`config.mk`:
```
export PLATFORM = sky130hd
export DESIGN_NAME = sdram_cmd_front
export DESIGN_NICKNAME = d
export VERILOG_FILES = /design/src/rtl/sdcf_pkg.sv /design/src/rtl/sdcf_decode.sv /design/src/rtl/sdcf_bank.sv /design/src/rtl/sdcf_cke_ctrl.sv /design/src/rtl/sdram_cmd_front.sv
export SDC_FILE = /design/constraint.sdc
export NUM_CORES = 1
export LEC_CHECK = 0
export BUFFER_PORTS_ARGS = -buffer_cell sky130_fd_sc_hd__buf_2
export CORE_AREA = 5 5 91 93
export DETAILED_ROUTE_END_ITERATION = 16
export DIE_AREA = 0 0 96 98
export PLACE_DENSITY = 0.93
export SYNTH_ARGS = -nofsm -noshare
export SYNTH_HDL_FRONTEND = slang
export SYNTH_SLANG_ARGS = --single-unit
```
`constraint.sdc`:
```
create_clock -name clk -period 4.8 [get_ports clk]
set_input_delay 0.72 -clock clk [delete_from_list [all_inputs] [get_ports clk]]
set_output_delay 0.72 -clock clk [all_outputs]
set_load 0.05 [all_outputs]
```
`src/rtl/sdcf_pkg.sv`:
```
package sdcf_pkg;
  typedef enum logic [2:0] {
    CMD_NOP  = 3'd0,
    CMD_ACT  = 3'd1,
    CMD_PRE  = 3'd2,
    CMD_PREA = 3'd3,
    CMD_RD   = 3'd4,
    CMD_WR   = 3'd5,
    CMD_MRS  = 3'd6
  } cmd_e;
endpackage

```
`src/rtl/sdcf_decode.sv`:
```
module sdcf_decode
  import sdcf_pkg::*;
(
  input  logic cs_n,
  input  logic ras_n,
  input  logic cas_n,
  input  logic we_n,
  input  logic all_bit,
  output cmd_e raw_o
);
  always_comb begin
    raw_o = CMD_NOP;
    if (!cs_n) begin
      unique case ({ras_n, cas_n, we_n})
        3'b011:  raw_o = CMD_ACT;
        3'b010:  raw_o = all_bit ? CMD_PREA : CMD_PRE;
        3'b101:  raw_o = CMD_RD;
        3'b100:  raw_o = CMD_WR;
        3'b000:  raw_o = CMD_MRS;
        default: raw_o = CMD_NOP;
      endcase
    end
  end
endmodule

```
`src/rtl/sdcf_bank.sv`:
```
module sdcf_bank #(
  parameter int unsigned ROW_W = 12
) (
  input  logic             clk,
  input  logic             rst_n,
  input  logic             en,
  input  logic             open_i,
  input  logic             close_i,
  input  logic             ap_i,
  input  logic [ROW_W-1:0] row_i,
  output logic             active_o,
  output logic             pend_o,
  output logic [ROW_W-1:0] row_o
);
  logic             active_q, active_d;
  logic             pend_q, pend_d;
  logic [ROW_W-1:0] row_q, row_d;

  always_comb begin
    active_d = active_q;
    pend_d   = pend_q;
    row_d    = row_q;
    if (en) begin
      if (pend_q) begin
        active_d = 1'b0;
        pend_d   = 1'b0;
      end
      if (close_i) active_d = 1'b0;
      if (open_i) begin
        active_d = 1'b1;
        row_d    = row_i;
      end
      if (ap_i) pend_d = 1'b1;
    end
  end

  always_ff @(posedge clk or negedge rst_n) begin
    if (!rst_n) begin
      active_q <= 1'b0;
      pend_q   <= 1'b0;
      row_q    <= '0;
    end else begin
      active_q <= active_d;
      pend_q   <= pend_d;
      row_q    <= row_d;
    end
  end

  assign active_o = active_q;
  assign pend_o   = pend_q;
  assign row_o    = row_q;
endmodule

```
`src/rtl/sdcf_cke_ctrl.sv`:
```
module sdcf_cke_ctrl (
  input  logic clk,
  input  logic rst_n,
  input  logic cke,
  input  logic idle_after,
  output logic en_o,
  output logic pd_o
);
  logic cke_q;
  logic pd_q, pd_d;

  always_comb begin
    pd_d = pd_q;
    if (pd_q) begin
      if (cke) pd_d = 1'b0;
    end else if (cke_q && !cke && idle_after) begin
      pd_d = 1'b1;
    end
  end

  always_ff @(posedge clk or negedge rst_n) begin
    if (!rst_n) begin
      cke_q <= 1'b1;
      pd_q  <= 1'b0;
    end else begin
      cke_q <= cke;
      pd_q  <= pd_d;
    end
  end

  assign en_o = cke_q;
  assign pd_o = pd_q & ~cke;
endmodule

```
`src/rtl/sdram_cmd_front.sv`:
```
module sdram_cmd_front
  import sdcf_pkg::*;
#(
  parameter int unsigned BANKS  = 4,
  parameter int unsigned ROW_W  = 12,
  parameter int unsigned COL_W  = 9,
  parameter int unsigned AP_BIT = 10,
  localparam int unsigned BA_W  = $clog2(BANKS)
) (
  input  logic                   clk,
  input  logic                   rst_n,
  input  logic                   cke,
  input  logic                   cs_n,
  input  logic                   ras_n,
  input  logic                   cas_n,
  input  logic                   we_n,
  input  logic [BA_W-1:0]        ba,
  input  logic [ROW_W-1:0]       addr,
  output logic [2:0]             cmd_o,
  output logic [BA_W-1:0]        cmd_bank_o,
  output logic [ROW_W-1:0]       row_o,
  output logic [COL_W-1:0]       col_o,
  output logic                   auto_pre_o,
  output logic [ROW_W-1:0]       mode_o,
  output logic [BANKS-1:0]       bank_active_o,
  output logic [BANKS*ROW_W-1:0] open_rows_o,
  output logic                   proto_err_o,
  output logic                   power_down_o
);
  cmd_e             raw;
  cmd_e             acc;
  logic             en;
  logic             legal;
  logic             idle_after;
  logic [BANKS-1:0] active, pend, eff_active;
  logic [BANKS-1:0] open_v, close_v, ap_v;

  sdcf_decode i_decode (
    .cs_n(cs_n), .ras_n(ras_n), .cas_n(cas_n), .we_n(we_n),
    .all_bit(addr[AP_BIT]), .raw_o(raw)
  );

  sdcf_cke_ctrl i_cke (
    .clk(clk), .rst_n(rst_n), .cke(cke), .idle_after(idle_after),
    .en_o(en), .pd_o(power_down_o)
  );

  assign eff_active = active & ~pend;

  always_comb begin
    unique case (raw)
      CMD_ACT:        legal = ~eff_active[ba];
      CMD_RD, CMD_WR: legal = eff_active[ba];
      CMD_MRS:        legal = (eff_active == '0);
      default:        legal = 1'b1;
    endcase
    acc = (en && legal) ? raw : CMD_NOP;
  end

  generate
    for (genvar b = 0; b < BANKS; b++) begin : g_bank
      assign open_v[b]  = (acc == CMD_ACT) && (ba == BA_W'(b));
      assign close_v[b] = ((acc == CMD_PRE) && (ba == BA_W'(b))) || (acc == CMD_PREA);
      assign ap_v[b]    = ((acc == CMD_RD) || (acc == CMD_WR)) &&
                          (ba == BA_W'(b)) && addr[AP_BIT];
      sdcf_bank #(.ROW_W(ROW_W)) i_bank (
        .clk(clk), .rst_n(rst_n), .en(en),
        .open_i(open_v[b]), .close_i(close_v[b]), .ap_i(ap_v[b]),
        .row_i(addr),
        .active_o(active[b]), .pend_o(pend[b]),
        .row_o(open_rows_o[b*ROW_W +: ROW_W])
      );
    end
  endgenerate

  assign idle_after    = ((eff_active & ~close_v) == '0) && (acc != CMD_ACT);
  assign bank_active_o = active;

  logic [2:0]       cmd_q, cmd_d;
  logic [BA_W-1:0]  bank_q, bank_d;
  logic [ROW_W-1:0] row_q, row_d;
  logic [COL_W-1:0] col_q, col_d;
  logic             ap_q, ap_d;
  logic [ROW_W-1:0] mode_q, mode_d;
  logic             err_q, err_d;

  always_comb begin
    cmd_d  = cmd_q;
    bank_d = bank_q;
    row_d  = row_q;
    col_d  = col_q;
    ap_d   = ap_q;
    mode_d = mode_q;
    err_d  = err_q;
    if (en) begin
      cmd_d  = acc;
      bank_d = ba;
      if (!legal) err_d = 1'b1;
      if (acc == CMD_ACT) row_d = addr;
      if ((acc == CMD_RD) || (acc == CMD_WR)) begin
        col_d = addr[COL_W-1:0];
        ap_d  = addr[AP_BIT];
      end
      if (acc == CMD_MRS) mode_d = addr;
    end
  end

  always_ff @(posedge clk or negedge rst_n) begin
    if (!rst_n) begin
      cmd_q  <= CMD_NOP;
      bank_q <= '0;
      row_q  <= '0;
      col_q  <= '0;
      ap_q   <= 1'b0;
      mode_q <= '0;
      err_q  <= 1'b0;
    end else begin
      cmd_q  <= cmd_d;
      bank_q <= bank_d;
      row_q  <= row_d;
      col_q  <= col_d;
      ap_q   <= ap_d;
      mode_q <= mode_d;
      err_q  <= err_d;
    end
  end

  assign cmd_o       = cmd_q;
  assign cmd_bank_o  = bank_q;
  assign row_o       = row_q;
  assign col_o       = col_q;
  assign auto_pre_o  = ap_q;
  assign mode_o      = mode_q;
  assign proto_err_o = err_q;
endmodule

```
==> results, run 1 <==
- The final weighted congestion in routability-driven placement is 0.8627.
- The total core area is 7447 um2.
- Setup violations remaining at the end of the flow were counted as 0.
- The number of antenna violations at the first check in global routing was 0.
- The via count of the first global-routing pass is 2,984.
- After the flow finishes, the layout carries non-filler instances totaling 512.
- The peak fanout along the critical path is 13.
- The floorplan row count is 32.
- The global-route wire length before repair is 15.54 mm.
- The number of enable flip-flop cells after synthesis is 0.
- The placed cell area is 4617 um2.
- The finished cells cover 4846 um2.
- The type of destination of the critical path is a register.
- The final critical path takes up 58.10% of the cycle.
- The number of buffers added to fix hold violations after cts is 0.
- The number of cells upsized or downsized after cts is 0.
- The overall track demand over capacity in global routing is 21.81%.
- Clock-pin slew was measured on the worst setup and hold paths at 90 ps.
- The actual transition at the worst max-transition pin is 1279 ps.
- On the worst path, the slowest cell contributes a delay of 960 ps.
- The starting density of the core is 53.11%.
- STA puts the critical path data required time at 5040 ps.
- Traced cell by cell, the critical path runs through buf_2, nor4bb_1, and2_1, nand2_1, nor2_1, mux2_2.
- The cell type with the largest total area after synthesis is sky130_fd_sc_hd__dfrtp_1.
- 0 antenna diodes ended up in the layout.
- The antenna violation net count after detailed routing is 0.
- The max-cap check violation count is 0.
- Derived from the worst setup path, the maximum achievable clock frequency is 358.6 MHz.
- For the worst-skew pair, the clock arrives at the later sink with an insertion delay of 350 ps.
- IR analysis of the VDD net gives a maximum drop of 271.3 uV.
- The HPWL after detailed placement is 6.764 mm.
- The die is 98 um tall.
- In the routed design, unresolved DRC markers number 0.
- Measured along the x axis, the die boundary spans 96 um.
- In this run, placement finished with an instance count of 496.
- The number of instances in the synthesized netlist is 293.
- The leakage power figure is 2.580 nW.
- The sum of negative setup slack is 0 ps.
- Buffers placed on the I/O ports in this run total 113.
- The classification of the worst-slack hold path is input pin to asynchronous set/reset pin.
- The worst-case setup margin in the final layout is 2011 ps.
- Summing all multi-input logic gate instances after layout gives 1411 um2.
- The total detailed-routing wirelength is 9.548 mm.
- Sorting the synthesized cells by area gives the leading types as sky130_fd_sc_hd__dfrtp_1 61%, sky130_fd_sc_hd__mux2_1 15%, sky130_fd_sc_hd__mux2_2 5.7%, sky130_fd_sc_hd__nand2_1 3.7%, sky130_fd_sc_hd__clkbuf_1 1.2%.
- The buffer depth of the longest clock path is 2.
- The number of library cell types mapped by synthesis is 35.
- When the netlist entered floorplanning its net count stood at 314.
- The number of optimization iterations in the first detailed-route pass is 4.
- The I/O pin count is 114.
- In this run the mean area of a mapped cell was 13.50 um2.
- Ranked by instance count, the synthesized netlist is headed by 97 x sky130_fd_sc_hd__dfrtp_1, 54 x sky130_fd_sc_hd__mux2_1, 39 x sky130_fd_sc_hd__nand2_1, 20 x sky130_fd_sc_hd__mux2_2.
- Detailed routing inserted a total of 2,746 vias.
- The post-route clock skew is 8.252 ps.
- The routed via count divided by cell count is 5.363.
- Counting every sink on the clock net gives 98.
- The detailed router finished its first iteration with 94 violations.
- By instance count, the leading cell after synthesis is sky130_fd_sc_hd__dfrtp_1.
- The max-slew headroom at the worst pin is 14.44%.
- Setup repair after global routing left no endpoint under its margin.
- Counting I/O delays and the setup requirement, the final critical path takes 2789 ps.
- In this run the cell area of the synthesized design comes to 3955 um2.
- After synthesis, the share of flip-flops with an asynchronous set or reset is 100.0%.
- After synthesis, flip-flops and latches occupy 62.04% of the total area.
- The remaining global-route overflow is 0.
- The primary flip-flop cell chosen by synthesis mapping is sky130_fd_sc_hd__dfrtp_1.
- Dividing total power by cell area gives a power density of 485.6 nW/um2.
- Entering global routing, the biggest net connects 54 pins.
- The data arrival time of the worst path is 3030 ps.
- The number of clock buffers added by TritonCTS is 9.
- The number of warnings reported in the yosys synthesis log is 0.
- The final number of max-transition violations is 0.
- The area taken by flip-flops and latches is 2454 um2.
- The slowest stage cell on the critical path is sky130_fd_sc_hd__nor2_1.
- The fraction of layout instances using a drive strength above 1 is 38.54%.
- The startpoint-to-endpoint class of the critical path is input pin to register.
- The run finished with clean final reports.
- The synthesis-to-layout area growth is 22.52%.
- In this run, synthesis produced a sequential element count of 98.
- The root buffer cell is sky130_fd_sc_hd__clkbuf_8.
- The final-report hold violation count came to 0.
- In this run the number of H-tree levels came out at 3.
- The average wire per standard cell is 18.65 um.
- The full die area is 9408 um2.
- The number of setup buffers added after CTS is 0.
- The layout has 596 filler cells.
- The TritonCTS clock tree is built.
- Summed over its instances, the top area cell type makes up 61.37% of the synthesized netlist area.
- STA classifies the critical path startpoint as an input pin.
- In the final design database the tool counted 426 nets.
- The setup slack after placement is 1665 ps.
worst max-delay path: cells and delay by family:
kind	cells	cell delay, ps
multiplexers	1	430
buffers and inverters	1	150
AND/OR/NAND/NOR	4	1720
metrics by stage:
step	util (%)	power [W]	hold WS (ps)
after global routing	65.07	0.002452	440.7
final	65.07	0.002353	388.9
after global placement	62.00	0.001757	438.7
after CTS	65.07	0.002370	406.6
after floorplan	-	0.001570	424.4
after detailed placement	62.00	0.001778	443.3
layout by cell type (no fill, tap or decap), drive strengths merged:
cell	netlist	layout
a2111oi	1	1
a21boi	1	1
a21o	2	2
a21oi	1	1
a221oi	1	1
a32o	3	3
and2	1	1
and4	1	1
buf	4	118
bufinv	0	2
clkbuf	13	12
clkinv	1	3
dfrtp	97	97
dfstp	1	1
inv	4	4
mux2	74	74
mux4	1	1
nand2	39	39
nand2b	7	7
nand3	2	2
nand3b	1	1
nor2	13	13
nor2b	4	4
nor3	2	2
nor4b	1	1
nor4bb	1	1
o21ai	3	3
o21bai	3	3
o221ai	3	3
o22ai	1	1
o2bb2ai	2	2
o32ai	1	1
o41ai	2	2
or3	1	1
xnor2	1	1
per-layer routing:
| metal | up-vias | GRT usage (%) | part of all wire (%) |
|---|---|---|---|
| li1 | 1250 | - | - |
| met1 | 1375 | 28.48 | 42 |
| met2 | 104 | 34.78 | 49 |
| met3 | 17 | 4.931 | 7.1 |
| met4 | 0 | 9.190 | 2.2 |
| met5 | - | 0 | 0 |
cell type report:
| cell class | instances | area share, % |
|---|---|---|
| Sequential cell | 98 | 50.63 |
| Multi-Input combinational cell | 173 | 29.12 |
| Timing Repair Buffer | 118 | 12.50 |
| Clock buffer | 12 | 3.202 |
| Tap cell | 102 | 2.634 |
| Clock inverter | 4 | 1.523 |
| Inverter | 5 | 0.3873 |
final timing paths:
check	slack (ps)	cells past startpoint	end	from
max	2010	6	g_bank[2].i_bank.row_o[6]	cas_n
min	390	1	mode_o[1]	rst_n
max reg2reg	2120	5	g_bank[2].i_bank.row_o[11]	g_bank[3].i_bank.pend_o
min reg2reg	460	1	proto_err_o	proto_err_o
max in group asynchronous	3350	2	g_bank[1].i_bank.pend_o	rst_n
min in group clk	460	1	proto_err_o	proto_err_o
cells by family (layout without fill, tap and decap cells):
| family | after synthesis | count (layout) | share of synthesized area [%] |
|---|---|---|---|
| AOI/OAI and AO/OA | 24 | 24 | 5.252 |
| DFF | 98 | 98 | 62.04 |
| buffers and inverters | 22 | 139 | 2.467 |
| xor gates and xnor gates | 1 | 1 | 0.2215 |
| muxes | 75 | 75 | 21.64 |
| and+or+nand+nor | 73 | 73 | 8.384 |
sequential cells by signal, summed over array words and instances (netlist names):
signal,cells
auto_pre_o,1
i_cke.pd_q,1
cmd_bank_o,2
cmd_o,3
i_cke.en_o,1
mode_o,12
proto_err_o,1
row_o,12
col_o,9
g_bank.i_bank.pend_o,4
g_bank.i_bank.active_o,4
g_bank.i_bank.row_o,48
where the power goes:
group | switching (W) | leakage, nW | internal [W]
clock network | 0.000276 | 0.117 | 0.000323
registers | 0.0000633 | 1.26 | 0.000947
logic | 0.000580 | 1.20 | 0.000165
Power figures use the tool's default switching activity.
==> inputs of run 2 (changes only) <==
- CORE_AREA: 5 5 91 93 -> 5 5 95 97
- DIE_AREA: 0 0 96 98 -> 0 0 100 102
- PLACE_DENSITY: 0.93 -> 0.87
- clock period: 4.8 -> 2.8 ns (I/O delays scaled with it)
==> run 2 against run 1 <==
Flip-flop and latch count did not move. Global-route usage decreased by 2.4 points. Sequential power up 71%. Count of clock-buffer cells in the layout is 2 lower. Clock power rose by 34%. Combinational power up 72%. Register-to-register slack worse by 1900 ps. Critical path type is now register to register. Critical endpoint is now row_o[5].
==> results, run 2 (same netlist as run 1, synthesis figures left out) <==
- The number of remaining DRC errors is 0.
- The starting density of the core is 49.12%.
- Global routing used 19.43% of the available tracks across all layers.
- The register with the most flip-flops in the layout has 48 of them.
- The classification of the worst-slack hold path is input pin to asynchronous set/reset pin.
- Setup repair after global routing left no endpoint under its margin.
- After layout, the design draws a total of 0.003806 W.
- The I/O pin count is 114.
- Combinational logic is responsible for 33.5% of the overall power.
- The via count of the first global-routing pass came to 2,900.
- The number of antenna violations at the first check in global routing was 0.
- Setup violations remaining at the end of the flow were counted as 0.
- Counting the buffers created by CTS gives 9.
- The detail route stage leaves a number of antenna-violating nets equal to 0.
- The number of vias after detailed routing is 2,769.
- The slowest stage cell on the critical path is sky130_fd_sc_hd__a2111oi_4.
- The net count of the finished layout is 430.
- For this block, the initial DRC count from the detailed router was 76.
- The maximum resistive drop on vdd is 461.7 uV.
- The reg-to-reg endpoint is row_o[5].
- Measured on the finished design, the core utilization comes to 59.86%.
- The fraction of layout instances using a drive strength above 1 is 39.23%.
- The insertion delay of the later-clocked pin in the worst-skew pair is 350 ps.
- The highest achievable clock rate is 390.2 MHz.
- Grouping stages by cell kind, the critical path spends the most delay in multiplexers.
- The internal power of the cells totals 0.002247 W.
- Global routing finished with a remaining overflow of 0.
- The clock network is responsible for 21.0% of the overall power.
- The routed via count divided by cell count is 5.346.
- Of all nets on the critical path, the largest fanout is 13.
- The origin of the critical flop-to-flop path is g_bank[3].i_bank.pend_o.
- Hold timing on the final database bottoms out at a slack of 92.93 ps.
- The total core area is 8051 um2.
- In this run the vertical extent of the chip is 102 um.
- Dividing the final minimum period by the clock period gives 91.52%.
- The total number of cells along the worst setup path is 5.
- The type of destination of the critical path is a register.
- The final number of max-transition violations is 0.
- The CTS H-tree depth is 3.
- The worst setup path is of the register to register kind.
- For the worst setup path, the data arrival time is 2790 ps.
- For this design the ratio of total power to cell area is 789.6 nW/um2.
- Setup slack on the worst reg-to-reg path comes out at 240 ps.
- On the worst path, the slowest cell contributes a delay of 590 ps.
- The synthesis-to-layout area growth is 21.86%.
- The launching element of the worst setup path is g_bank[3].i_bank.pend_o.
- The final layout contains routed wiring with a total length of 9.534 mm.
- The max-slew headroom at the worst pin is 42.59%.
- The signal on the critical path passes through nand2b_1, mux4_2, a2111oi_4, nor2b_2, mux2_1.
- The floorplan row count is 33.
- For this design, the CTS-stage hold fixing added 0 buffers.
- The layout has 676 filler cells.
- The clock sink total is 98.
- The net switching power figure is 0.001559 W.
- The destination of the critical timing path is row_o[5].
- The antenna cell count is 0.
- The average wire per standard cell is 18.41 um.
- The number of buffers and inverters on the critical path is 0.
- After routing, the total negative slack on setup checks comes to 0 ps.
- The TritonCTS clock tree is built.
- The clock arrives with 10.30 ps of skew.
- The required time of the critical path is 3020 ps.
- The clock-pin slew reported for the worst setup and hold paths after clock tree synthesis is 90 ps.
- The first detailed-routing pass took 6 iterations.
- At the pin with the least slew margin, the transition time is 857.2 ps.
- The full die area is 10,200 um2.
- After layout, the minimum clock period comes to 2563 ps.
- In the layout the commonest cells are 112 x sky130_fd_sc_hd__buf_2, 97 x sky130_fd_sc_hd__dfrtp_1, 54 x sky130_fd_sc_hd__mux2_1.
- The maximum number of pins on one net before global-route repair is 54.
- The half-perimeter wire length after placement is 6.712 mm.
- The first global-routing pass estimated 15.47 mm of wire.
- The root buffer cell is sky130_fd_sc_hd__clkbuf_8.
- The final-report hold violation count is 0.
- Post-CTS repair changed the size of 0 cells.
- The number of buffers added for setup after CTS is 0.
- The number of cell instances on the worst register-to-register path is 5.
- The run finished with clean final reports.
- Port buffering added 113 buffers.
- In this run the static leakage power is 2.573 nW.
- The sequential group share of total power is 45.5%.
- At the end of routability-driven placement, the weighted congestion stood at 0.8958.
- The buffer depth of the longest clock path is 2.
- The share of total power consumed by net switching is 40.97%.
- The die span in x is 100 um.
- The startpoint kind of the worst setup timing path is a register.
- The max-cap check violation count is 0.
- The library cell used most frequently in the layout, excluding fill and tap cells, is sky130_fd_sc_hd__buf_2.
-- run 2: layout make-up --
cell class                 instances  area (um2)  share of cell area, %
timing repair buffer             122       635.6                  13.19
clock buffer                      10       137.6                  2.856
sequential                        98        2454                  50.91
tap                              105       131.4                  2.726
multi-input combinational        173        1411                  29.28
inverter                           5       18.77                 0.3894
clock inverter                     5       31.28                 0.6490
-- run 2: metal layers --
metal,up-vias,GRT usage [%],part of all wire (%)
met5,-,0,0
met4,0,6.736,1.2
met3,15,4.983,7.4
met2,106,32.32,50
met1,1393,24.96,42
li1,1255,-,-
-- run 2: power by group through the flow --
stage	sequential (W)	combinational, W	clock, W
2_1_floorplan	0.00247	0.000216	0
3_5_place_dp	0.00176	0.00129	0
5_1_grt	0.00176	0.00134	0.000883
6_report	0.00173	0.00128	0.000800
4_1_cts	0.00173	0.00129	0.000825
3_3_place_gp	0.00175	0.00127	0
-- run 2: how the worst min path moves through the flow --
stage                     start                        end  slack, ps  cells after the start
finish                    rst_n  g_bank[0].i_bank.row_o[1]         90                      1
global route              rst_n                  mode_o[1]        140                      1
CTS                       rst_n  g_bank[0].i_bank.row_o[1]        120                      1
detailed placement  proto_err_o                proto_err_o        440                      1
global placement    proto_err_o                proto_err_o        440                      1
floorplan                 rst_n                 auto_pre_o        120                      0
-- run 2: stage by stage --
step	worst slack [ps]	std cells	instance area [um2]
3_3_place_gp	291.2	503	4651
2_1_floorplan	202.8	293	3955
3_5_place_dp	183.1	503	4651
4_1_cts	265.4	518	4820
5_1_grt	134.3	518	4820
6_report	237.3	518	4820
